==> config.mk <==
export PLATFORM = sky130hd
export DESIGN_NAME = sync_audio_mux
export DESIGN_NICKNAME = d
export VERILOG_FILES = /design/src/rtl/sam_pkg.sv /design/src/rtl/sam_line_detect.sv /design/src/rtl/sam_tone_div.sv /design/src/rtl/sam_out_gate.sv /design/src/rtl/sync_audio_mux.sv
export SDC_FILE = /design/constraint.sdc
export NUM_CORES = 1
export LEC_CHECK = 0
export BUFFER_PORTS_ARGS = -buffer_cell sky130_fd_sc_hd__buf_4
export CAP_MARGIN = 20
export CORE_ASPECT_RATIO = 1.2
export CORE_MARGIN = 2
export CORE_UTILIZATION = 44
export DETAILED_ROUTE_END_ITERATION = 12
export PLACE_DENSITY = 0.72
export SKIP_LAST_GASP = 1
export SLEW_MARGIN = 10
export SYNTH_ARGS = -nofsm -noshare
export SYNTH_HDL_FRONTEND = slang
export SYNTH_SLANG_ARGS = --single-unit
==> constraint.sdc <==
create_clock -name clk_i -period 3.7 [get_ports clk_i]
set_input_delay 0.74 -clock clk_i [delete_from_list [all_inputs] [get_ports clk_i]]
set_output_delay 0.74 -clock clk_i [all_outputs]
set_load 0.05 [all_outputs]
==> src/rtl/sam_pkg.sv <==
package sam_pkg;
  parameter int PERIOD_W_DEF = 10;

  typedef enum logic [1:0] {
    SRC_PIX   = 2'd0,
    SRC_TONE  = 2'd1,
    SRC_BLANK = 2'd2
  } color_src_e;
endpackage

==> src/rtl/sam_line_detect.sv <==
module sam_line_detect (
  input  logic clk_i,
  input  logic rst_ni,
  input  logic hsync_i,
  output logic line_stb_o
);
  logic hs_q;

  always_ff @(posedge clk_i or negedge rst_ni) begin
    if (!rst_ni) hs_q <= 1'b0;
    else         hs_q <= hsync_i;
  end

  assign line_stb_o = hsync_i & ~hs_q;

  assert_stb_is_edge_R6: assert property (@(posedge clk_i) disable iff (!rst_ni)
    line_stb_o |=> !line_stb_o);
endmodule

==> src/rtl/sam_tone_div.sv <==
module sam_tone_div #(
  parameter int PERIOD_W = 10
) (
  input  logic                clk_i,
  input  logic                rst_ni,
  input  logic                line_stb_i,
  input  logic                period_we_i,
  input  logic [PERIOD_W-1:0] period_i,
  output logic                tone_o
);
  localparam logic [PERIOD_W-1:0] ZERO = '0;
  localparam logic [PERIOD_W-1:0] ONE  = {{(PERIOD_W-1){1'b0}}, 1'b1};

  logic [PERIOD_W-1:0] pend_q, act_q, cnt_q;
  logic                tone_q;
  logic                silent, boundary;

  assign silent   = (act_q == ZERO);
  assign boundary = line_stb_i & ~silent & (cnt_q == act_q - ONE);

  always_ff @(posedge clk_i or negedge rst_ni) begin
    if (!rst_ni) pend_q <= ZERO;
    else if (period_we_i) pend_q <= period_i;
  end

  always_ff @(posedge clk_i or negedge rst_ni) begin
    if (!rst_ni) begin
      act_q  <= ZERO;
      cnt_q  <= ZERO;
      tone_q <= 1'b0;
    end else if (line_stb_i) begin
      if (silent) begin
        act_q  <= pend_q;
        cnt_q  <= ZERO;
        tone_q <= 1'b0;
      end else if (boundary) begin
        act_q  <= pend_q;
        cnt_q  <= ZERO;
        tone_q <= (pend_q == ZERO) ? 1'b0 : ~tone_q;
      end else begin
        cnt_q  <= cnt_q + ONE;
      end
    end
  end

  assign tone_o = tone_q;

  assert_tone_on_line_only_R10: assert property (@(posedge clk_i) disable iff (!rst_ni)
    !line_stb_i |=> $stable(tone_q));
  assert_period_deferred_R8: assert property (@(posedge clk_i) disable iff (!rst_ni)
    !line_stb_i |=> $stable(act_q));
  assert_cnt_bound_R6: assert property (@(posedge clk_i) disable iff (!rst_ni)
    (act_q == ZERO) || (cnt_q < act_q));
  assert_silent_low_R7: assert property (@(posedge clk_i) disable iff (!rst_ni)
    (act_q == ZERO) |-> (!tone_q && cnt_q == ZERO));
endmodule

==> src/rtl/sam_out_gate.sv <==
module sam_out_gate
  import sam_pkg::*;
(
  input  logic clk_i,
  input  logic rst_ni,
  input  logic hsync_i,
  input  logic vsync_i,
  input  logic pix_i,
  input  logic audio_en_i,
  input  logic tone_i,
  output logic sync_oe_o,
  output logic color_o,
  output logic audio_gate_o
);
  color_src_e src;
  logic       sync_act, gate, col_d;

  assign sync_act = hsync_i | vsync_i;
  assign gate     = hsync_i & audio_en_i;

  always_comb begin
    if (gate)          src = SRC_TONE;
    else if (sync_act) src = SRC_BLANK;
    else               src = SRC_PIX;
  end

  always_comb begin
    unique case (src)
      SRC_TONE: col_d = tone_i;
      SRC_PIX:  col_d = pix_i;
      default:  col_d = 1'b0;
    endcase
  end

  always_ff @(posedge clk_i or negedge rst_ni) begin
    if (!rst_ni) begin
      sync_oe_o    <= 1'b0;
      color_o      <= 1'b0;
      audio_gate_o <= 1'b0;
    end else begin
      sync_oe_o    <= sync_act;
      color_o      <= col_d;
      audio_gate_o <= gate;
    end
  end

  assert_sync_drive_R2: assert property (@(posedge clk_i) disable iff (!rst_ni)
    (hsync_i || vsync_i) |=> sync_oe_o);
  assert_sync_release_R2: assert property (@(posedge clk_i) disable iff (!rst_ni)
    (!hsync_i && !vsync_i) |=> !sync_oe_o);
  assert_pix_pass_R3: assert property (@(posedge clk_i) disable iff (!rst_ni)
    (!hsync_i && !vsync_i) |=> (color_o == $past(pix_i)));
  assert_gate_in_sync_R4: assert property (@(posedge clk_i) disable iff (!rst_ni)
    audio_gate_o |-> sync_oe_o);
  assert_disabled_blank_R5: assert property (@(posedge clk_i) disable iff (!rst_ni)
    (hsync_i && !audio_en_i) |=> (!color_o && !audio_gate_o));
endmodule

==> src/rtl/sync_audio_mux.sv <==
module sync_audio_mux #(
  parameter int PERIOD_W = sam_pkg::PERIOD_W_DEF
) (
  input  logic                clk_i,
  input  logic                rst_ni,
  input  logic                hsync_i,
  input  logic                vsync_i,
  input  logic                pix_i,
  input  logic                audio_en_i,
  input  logic                period_we_i,
  input  logic [PERIOD_W-1:0] period_i,
  output logic                sync_oe_o,
  output logic                color_o,
  output logic                audio_gate_o
);
  logic line_stb, tone;

  sam_line_detect u_line (
    .clk_i      (clk_i),
    .rst_ni     (rst_ni),
    .hsync_i    (hsync_i),
    .line_stb_o (line_stb)
  );

  sam_tone_div #(.PERIOD_W(PERIOD_W)) u_div (
    .clk_i       (clk_i),
    .rst_ni      (rst_ni),
    .line_stb_i  (line_stb),
    .period_we_i (period_we_i),
    .period_i    (period_i),
    .tone_o      (tone)
  );

  sam_out_gate u_gate (
    .clk_i        (clk_i),
    .rst_ni       (rst_ni),
    .hsync_i      (hsync_i),
    .vsync_i      (vsync_i),
    .pix_i        (pix_i),
    .audio_en_i   (audio_en_i),
    .tone_i       (tone),
    .sync_oe_o    (sync_oe_o),
    .color_o      (color_o),
    .audio_gate_o (audio_gate_o)
  );

  assert_reset_quiet_R1: assert property (@(posedge clk_i)
    !rst_ni |=> (!rst_ni -> (!sync_oe_o && !color_o && !audio_gate_o)));
endmodule

==> flow_summary_export.csv, run 1 <==
group,metric,value,unit
logic_synthesis,syn_area_per_cell,11.2,sq um
global_routing,antenna_found_initial,0,
routing,drt-wirelength-per-cell,14.7,microns
global_routing,grt_pass1_wl,5930,microns
critical_path,startpoint_type,"flip-flop",
logic_synthesis,yosysTopAreaCellShare,0.504,
clock_tree,htree_levels,2,
clock_tree,cts_max_path_buffers,2,
sta,setup_viol,0,
floorplan,row_count,25,
power,irDropWorstVdd,366,uV
status,status,"finished, final reports clean",
critical_path,critical_path.max_fanout,19,
sta,final_max_slew_viol_count,0,
global_routing,grt_pass1_vias,1345,
logic_synthesis,yosys_warnings,0,
floorplan,pin_count,20,
critical_path,critPathKind,"reg2reg",
sta,max_freq,0.338,GHz
placement,place_congestion,0.887,
sta,rsz0062_at_grt,"false",
critical_path,crit_required,3.88,ns
sta,fin_crit,2.96,ns
global_routing,grtUsageTotal,0.183,
routing,vias,1258,
run,maxCapViolCount,0,
routing,detail-route-antenna-nets,0,
sta,period_share,0.800,
clock_tree,hold_buffers,0,
clock_tree,cts_resized,0,
critical_path,endpoint_kind,"flip-flop",
routing,drt_iter0_markers,30,
sta,skew,0.00597,ns
logic_synthesis,synthesis.area,1740,sq um
clock_tree,root_buffer,"clkbuf_8",
power,p_leak,0.866,nW
logic_synthesis,yosys-top-cells-area,"dfrtp_1 50%, mux2_2 12%, xor2_1 6.0%",
routing,routed_wl,3390,microns
sta,hold_viol_final,0,
routing,first_pass_iters,4,
clock_tree,cts_sinks,35,
logic_synthesis,synth_cell_type_count,34,
clock_tree,cts_setup_buffers,0,
final_layout,mostFrequentLayoutCells,"35 x dfrtp_1, 19 x buf_4, 18 x nor2_1, 18 x mux2_2, 12 x xor2_1",
clock_tree,clkLatencyLatePin,0.29,ns
routing,viasPerCell,5.45,
final_layout,antennaDiodeCount,0,
floorplan,core,3880,sq um
final_layout,nets,195,
routing,drc,0,
logic_synthesis,synth-edff-count,0,
global_routing,grt_overflow_total,0,
logic_synthesis,synthesis.nets,174,
sta,slew_headroom,0.447,
final_layout,drive_gt1_frac,0.266,
final_layout,layout_commonest_cell,"dfrtp_1",
clock_tree,clkTransAtPathRegs,0.07,ns
floorplan,die_h,72.9,microns
final_layout,syn_to_final_growth,15.7,%
clock_tree,numCtsBuffers,5,
logic_synthesis,ys_ff_latch,35,
logic_synthesis,async_reset_ff_frac,1.00,
sta,worst_pin_slew,0.829,ns
sta,hold_slack,0.383,ns
clock_tree,cts_tree,"done",
sta,setup_tns,0,ns
power,powerDensity,660,nW/um^2
logic_synthesis,synth_ff_type,"dfrtp_1",
placement,dp_hpwl,2550,microns
floorplan,start_util,0.448,
floorplan,die_area,4470,sq um
placement,portBuffers,19,
logic_synthesis,ys_seq_area_frac,0.504,
global_routing,grt_max_degree,36,
min_path,hold_class,"in2async",
logic_synthesis,syn_inst,155,
critical_path,crit_arrival,3.14,ns
logic_synthesis,synth_area_leader_cell,"dfrtp_1",
floorplan,fp.dieW,61.4,microns
sequential cells by signal, indices dropped and copies added (netlist names):
register             count
u_div.act_q             10
u_div.cnt_q             10
u_div.pend_q            10
u_div.tone_o             1
u_gate.audio_gate_o      1
u_gate.color_o           1
u_gate.sync_oe_o         1
u_line.hs_q              1
metrics by stage:
step | power (mW) | utilization | cells | setup WS [ns] | instance area (sq um)
after detailed placement | 1.06 | 0.497 | 223 | 0.761 | 1930
after CTS | 1.33 | 0.519 | 231 | 0.734 | 2010
after global routing | 1.42 | 0.519 | 231 | 0.518 | 2010
after floorplan | 0.940 | - | 155 | 1.24 | 1740
after global placement | 1.02 | 0.497 | 223 | 0.878 | 1930
final | 1.33 | 0.519 | 231 | 0.740 | 2010
cells by family after synthesis:
| family | after synthesis | share of synthesized area |
|---|---|---|
| and+or+nand+nor | 52 | 0.155 |
| DFF | 35 | 0.504 |
| xor gates and xnor gates | 20 | 0.101 |
| muxes | 18 | 0.117 |
| AOI/OAI and AO/OA | 17 | 0.0835 |
| buffers and inverters | 11 | 0.0259 |
| adders and majority gates | 2 | 0.0144 |
power breakdown:
part / internal, mW / switching [mW] / leakage (nW) / total, mW
logic: 0.231 / 0.222 / 0.387 / 0.453
clock network: 0.131 / 0.139 / 0.0412 / 0.270
registers: 0.476 / 0.129 / 0.437 / 0.605
total: 0.839 / 0.490 / 0.866 / 1.33
layer usage:
layer / track usage / wire length, microns / vias to the layer above / part of all wire
met2: 0.317 / 1880 / 35 / 0.56
met4: 0.0946 / 99 / 0 / 0.029
met3: 0.0479 / 127 / 10 / 0.037
met5: 0 / 0 / - / 0
met1: 0.199 / 1280 / 624 / 0.38
li1: - / - / 589 / -
worst max-delay path, stage by stage, from the launching register on:
cell and delay (ns):
dfrtp_1 0.43, inv_1 0.08, ha_1 0.22, or4b_1 0.53
o21ai_0 0.19, o31a_1 0.17, o21ai_2 0.08, o31ai_4 0.75
mux2_2 0.41
synthesized netlist by cell type (all sizes together) (2+ instances only):
cell,instances
dfrtp,35
mux2,18
nor2,18
xor2,12
xnor2,8
inv,6
nand2,5
nand4,5
clkbuf,4
nand3,4
o21ai,4
a22o,3
and2,3
nand2b,3
nand3b,3
nor4,3
ha,2
nor3,2
or3,2
or4,2
layout make-up:
class,count,area [sq um]
Clock buffer,6,72.6
Inverter,6,22.5
Fill cell,358,1870
Tap cell,54,67.6
Multi-Input combinational cell,109,818
Clock inverter,2,12.5
Timing Repair Buffer,19,143
Sequential cell,35,876
path summary, 6_finish.rpt:
kind	startpoint	to	slack, ns	depth (start not counted)
max in group asynchronous	rst_ni	u_div.pend_q[8]$_DFFE_PN0P_	3.00	1
worst min register to register	u_div.tone_o$_DFFE_PN0P_	u_gate.color_o$_DFF_PN0_	0.51	1
worst max-delay path	u_div.act_q[0]$_DFFE_PN0P_	u_div.act_q[4]$_DFFE_PN0P_	0.74	8
min in group clk_i	u_div.tone_o$_DFFE_PN0P_	u_gate.color_o$_DFF_PN0_	0.51	1
worst max register to register	u_div.act_q[0]$_DFFE_PN0P_	u_div.act_q[4]$_DFFE_PN0P_	0.74	8
worst min-delay path	rst_ni	u_div.pend_q[7]$_DFFE_PN0P_	0.38	1
Power figures use the tool's default switching activity.
==> inputs of run 2 (changes only) <==
- PLACE_DENSITY: 0.72 -> 0.74
- clock period: 3.7 -> 2.5 ns (I/O delays scaled with it)
==> flow_summary_export.csv, run 2 (same netlist as run 1, synthesis figures left out) <==
group,metric,value,unit
power,powerDensity,1020,nW/um^2
clock_tree,cts_tree,"done",
sta,rsz0062_at_grt,"true",
floorplan,fp.dieW,61.4,microns
power,net-switching-power,739,uW
critical_path,crit_arrival,2.60,ns
routing,drt_iter0_markers,34,
global_routing,use_met3,0.0266,
min_path,hold_class,"in2async",
sta,skew,0.00200,ns
power,p_leak,0.943,nW
sta,final_max_slew_viol_count,0,
sta,max_freq,0.412,GHz
global_routing,antenna_found_initial,0,
final_layout,reg.largest.list,"u_div.act_q: 10 flops, u_div.cnt_q: 10 flops, u_div.pend_q: 10 flops",
power,p_seq_frac,0.387,
global_routing,grt_overflow_total,0,
sta,slew_headroom,0.698,
global_routing,grt_use_met2,0.320,
sta,setup_slack,0.0755,ns
floorplan,row_count,25,
final_layout,syn_to_final_growth,23.3,%
floorplan,start_util,0.448,
clock_tree,numCtsBuffers,5,
clock_tree,clkLatencyLatePin,0.28,ns
critical_path,rr_startpoint,"u_div.act_q[5]$_DFFE_PN0P_",
floorplan,pin_count,20,
clock_tree,root_buffer,"clkbuf_8",
power,comb_power_share,0.375,
sta,period_share,0.970,
global_routing,grt-busiest-layer,"met2",
placement,portBuffers,19,
critical_path,critical_path.max_fanout,10,
routing,detail-route-antenna-nets,0,
final_layout,register_area,876,sq um
sta,worst_pin_slew,0.453,ns
routing,drt-wirelength-per-cell,14.3,microns
final_layout,fill_cells,352,
placement,post-place-ws,-0.0139,ns
final_layout,multi_input_area,831,sq um
final_layout,antennaDiodeCount,0,
final_layout,mostFrequentLayoutCells,"35 x dfrtp_1, 28 x buf_4, 18 x nor2_1, 18 x mux2_2, 12 x xor2_1",
clock_tree,cts_max_path_buffers,2,
final_layout,drive_gt1_frac,0.326,
routing,first_pass_iters,4,
clock_tree,clkTransAtPathRegs,0.07,ns
critical_path,startpoint_type,"flip-flop",
power,p_sw_frac,0.337,
sta,fin_crit,2.42,ns
sta,setup_tns,0,ns
final_layout,nets,205,
global_routing,met1_usage,0.212,
routing,routed_wl,3440,microns
global_routing,grt_pass1_vias,1342,
critical_path,crit_path_start,"u_div.act_q[5]$_DFFE_PN0P_",
global_routing,grt_max_degree,36,
routing,viasPerCell,5.28,
sta,hold_slack,0.156,ns
sta,setup_viol,0,
floorplan,core,3880,sq um
global_routing,grtUsageTotal,0.183,
final_layout,utilization,0.553,
floorplan,die_area,4470,sq um
placement,place_congestion,0.808,
power,fin_total_pwr,2.19,mW
sta,hold_viol_final,0,
clock_tree,htree_levels,2,
power,p_clk_frac,0.237,
clock_tree,cts_sinks,35,
floorplan,die_h,72.9,microns
power,intPower,1.45,mW
routing,drc,0,
critical_path,crit_required,2.67,ns
status,status,"finished, final reports clean",
global_routing,grt_pass1_wl,6010,microns
critical_path,critPathKind,"reg2reg",
run,maxCapViolCount,0,
critical_path,endpoint_kind,"flip-flop",
routing,vias,1272,
placement,dp_hpwl,2580,microns
power,irDropWorstVdd,660,uV
final_layout,layout_commonest_cell,"dfrtp_1",
run 2: worst max-delay path, cell delays in order, from the launching register on:
cell and delay [ns]:
dfrtp_1 0.37, or4_1 0.60, xor2_1 0.19, a41o_1 0.18, nand3_1 0.14, o31ai_4 0.33, buf_12 0.17, mux2_2 0.33
run 2: cell type report:
class                           instances  area share
Timing Repair Buffer                   29       0.107
Clock buffer                            6      0.0385
Multi-Input combinational cell        109       0.387
Tap cell                               54      0.0315
Sequential cell                        35       0.408
Clock inverter                          2      0.0163
Inverter                                6      0.0105
run 2: metal layers:
metal	vias up	wire length [microns]
li1	608	-
met1	633	1430
met2	26	1870
met3	5	82
met4	0	60
met5	-	0
run 2: final timing paths:
path | end | slack, ns | cells past startpoint
min in group clk_i | u_line.hs_q$_DFF_PN0_ | 0.35 | 1
max in group asynchronous | u_div.pend_q[2]$_DFFE_PN0P_ | 2.02 | 1
worst min register to register | u_div.act_q[9]$_DFFE_PN0P_ | 0.53 | 1
worst max register to register | u_div.act_q[6]$_DFFE_PN0P_ | 0.08 | 7
worst max-delay path | u_div.act_q[6]$_DFFE_PN0P_ | 0.08 | 7
worst min-delay path | u_div.pend_q[7]$_DFFE_PN0P_ | 0.16 | 1
run 2: metrics by stage:
step / instances / cell area [sq um]
after CTS: 241 / 2140
after floorplan: 155 / 1740
final: 241 / 2140
after global routing: 241 / 2140
after detailed placement: 232 / 2010
after global placement: 232 / 2010
run 2: power groups by stage:
| stage | Clock [mW] | Sequential [mW] | Combinational (mW) |
|---|---|---|---|
| after detailed placement | 0 | 0.855 | 0.793 |
| after CTS | 0.532 | 0.845 | 0.810 |
| after global routing | 0.552 | 0.869 | 0.921 |
| final | 0.521 | 0.849 | 0.823 |
| after global placement | 0 | 0.844 | 0.762 |
| after floorplan | 0 | 0.845 | 0.545 |
run 2: what timing repair did:
action | in CTS | in global routing
hold buffers | 0 | 0
setup buffers | 1 | 0
endpoints found under the setup margin | 8 | 21
resized for setup | 1 | 3
pin swaps | 1 | 1
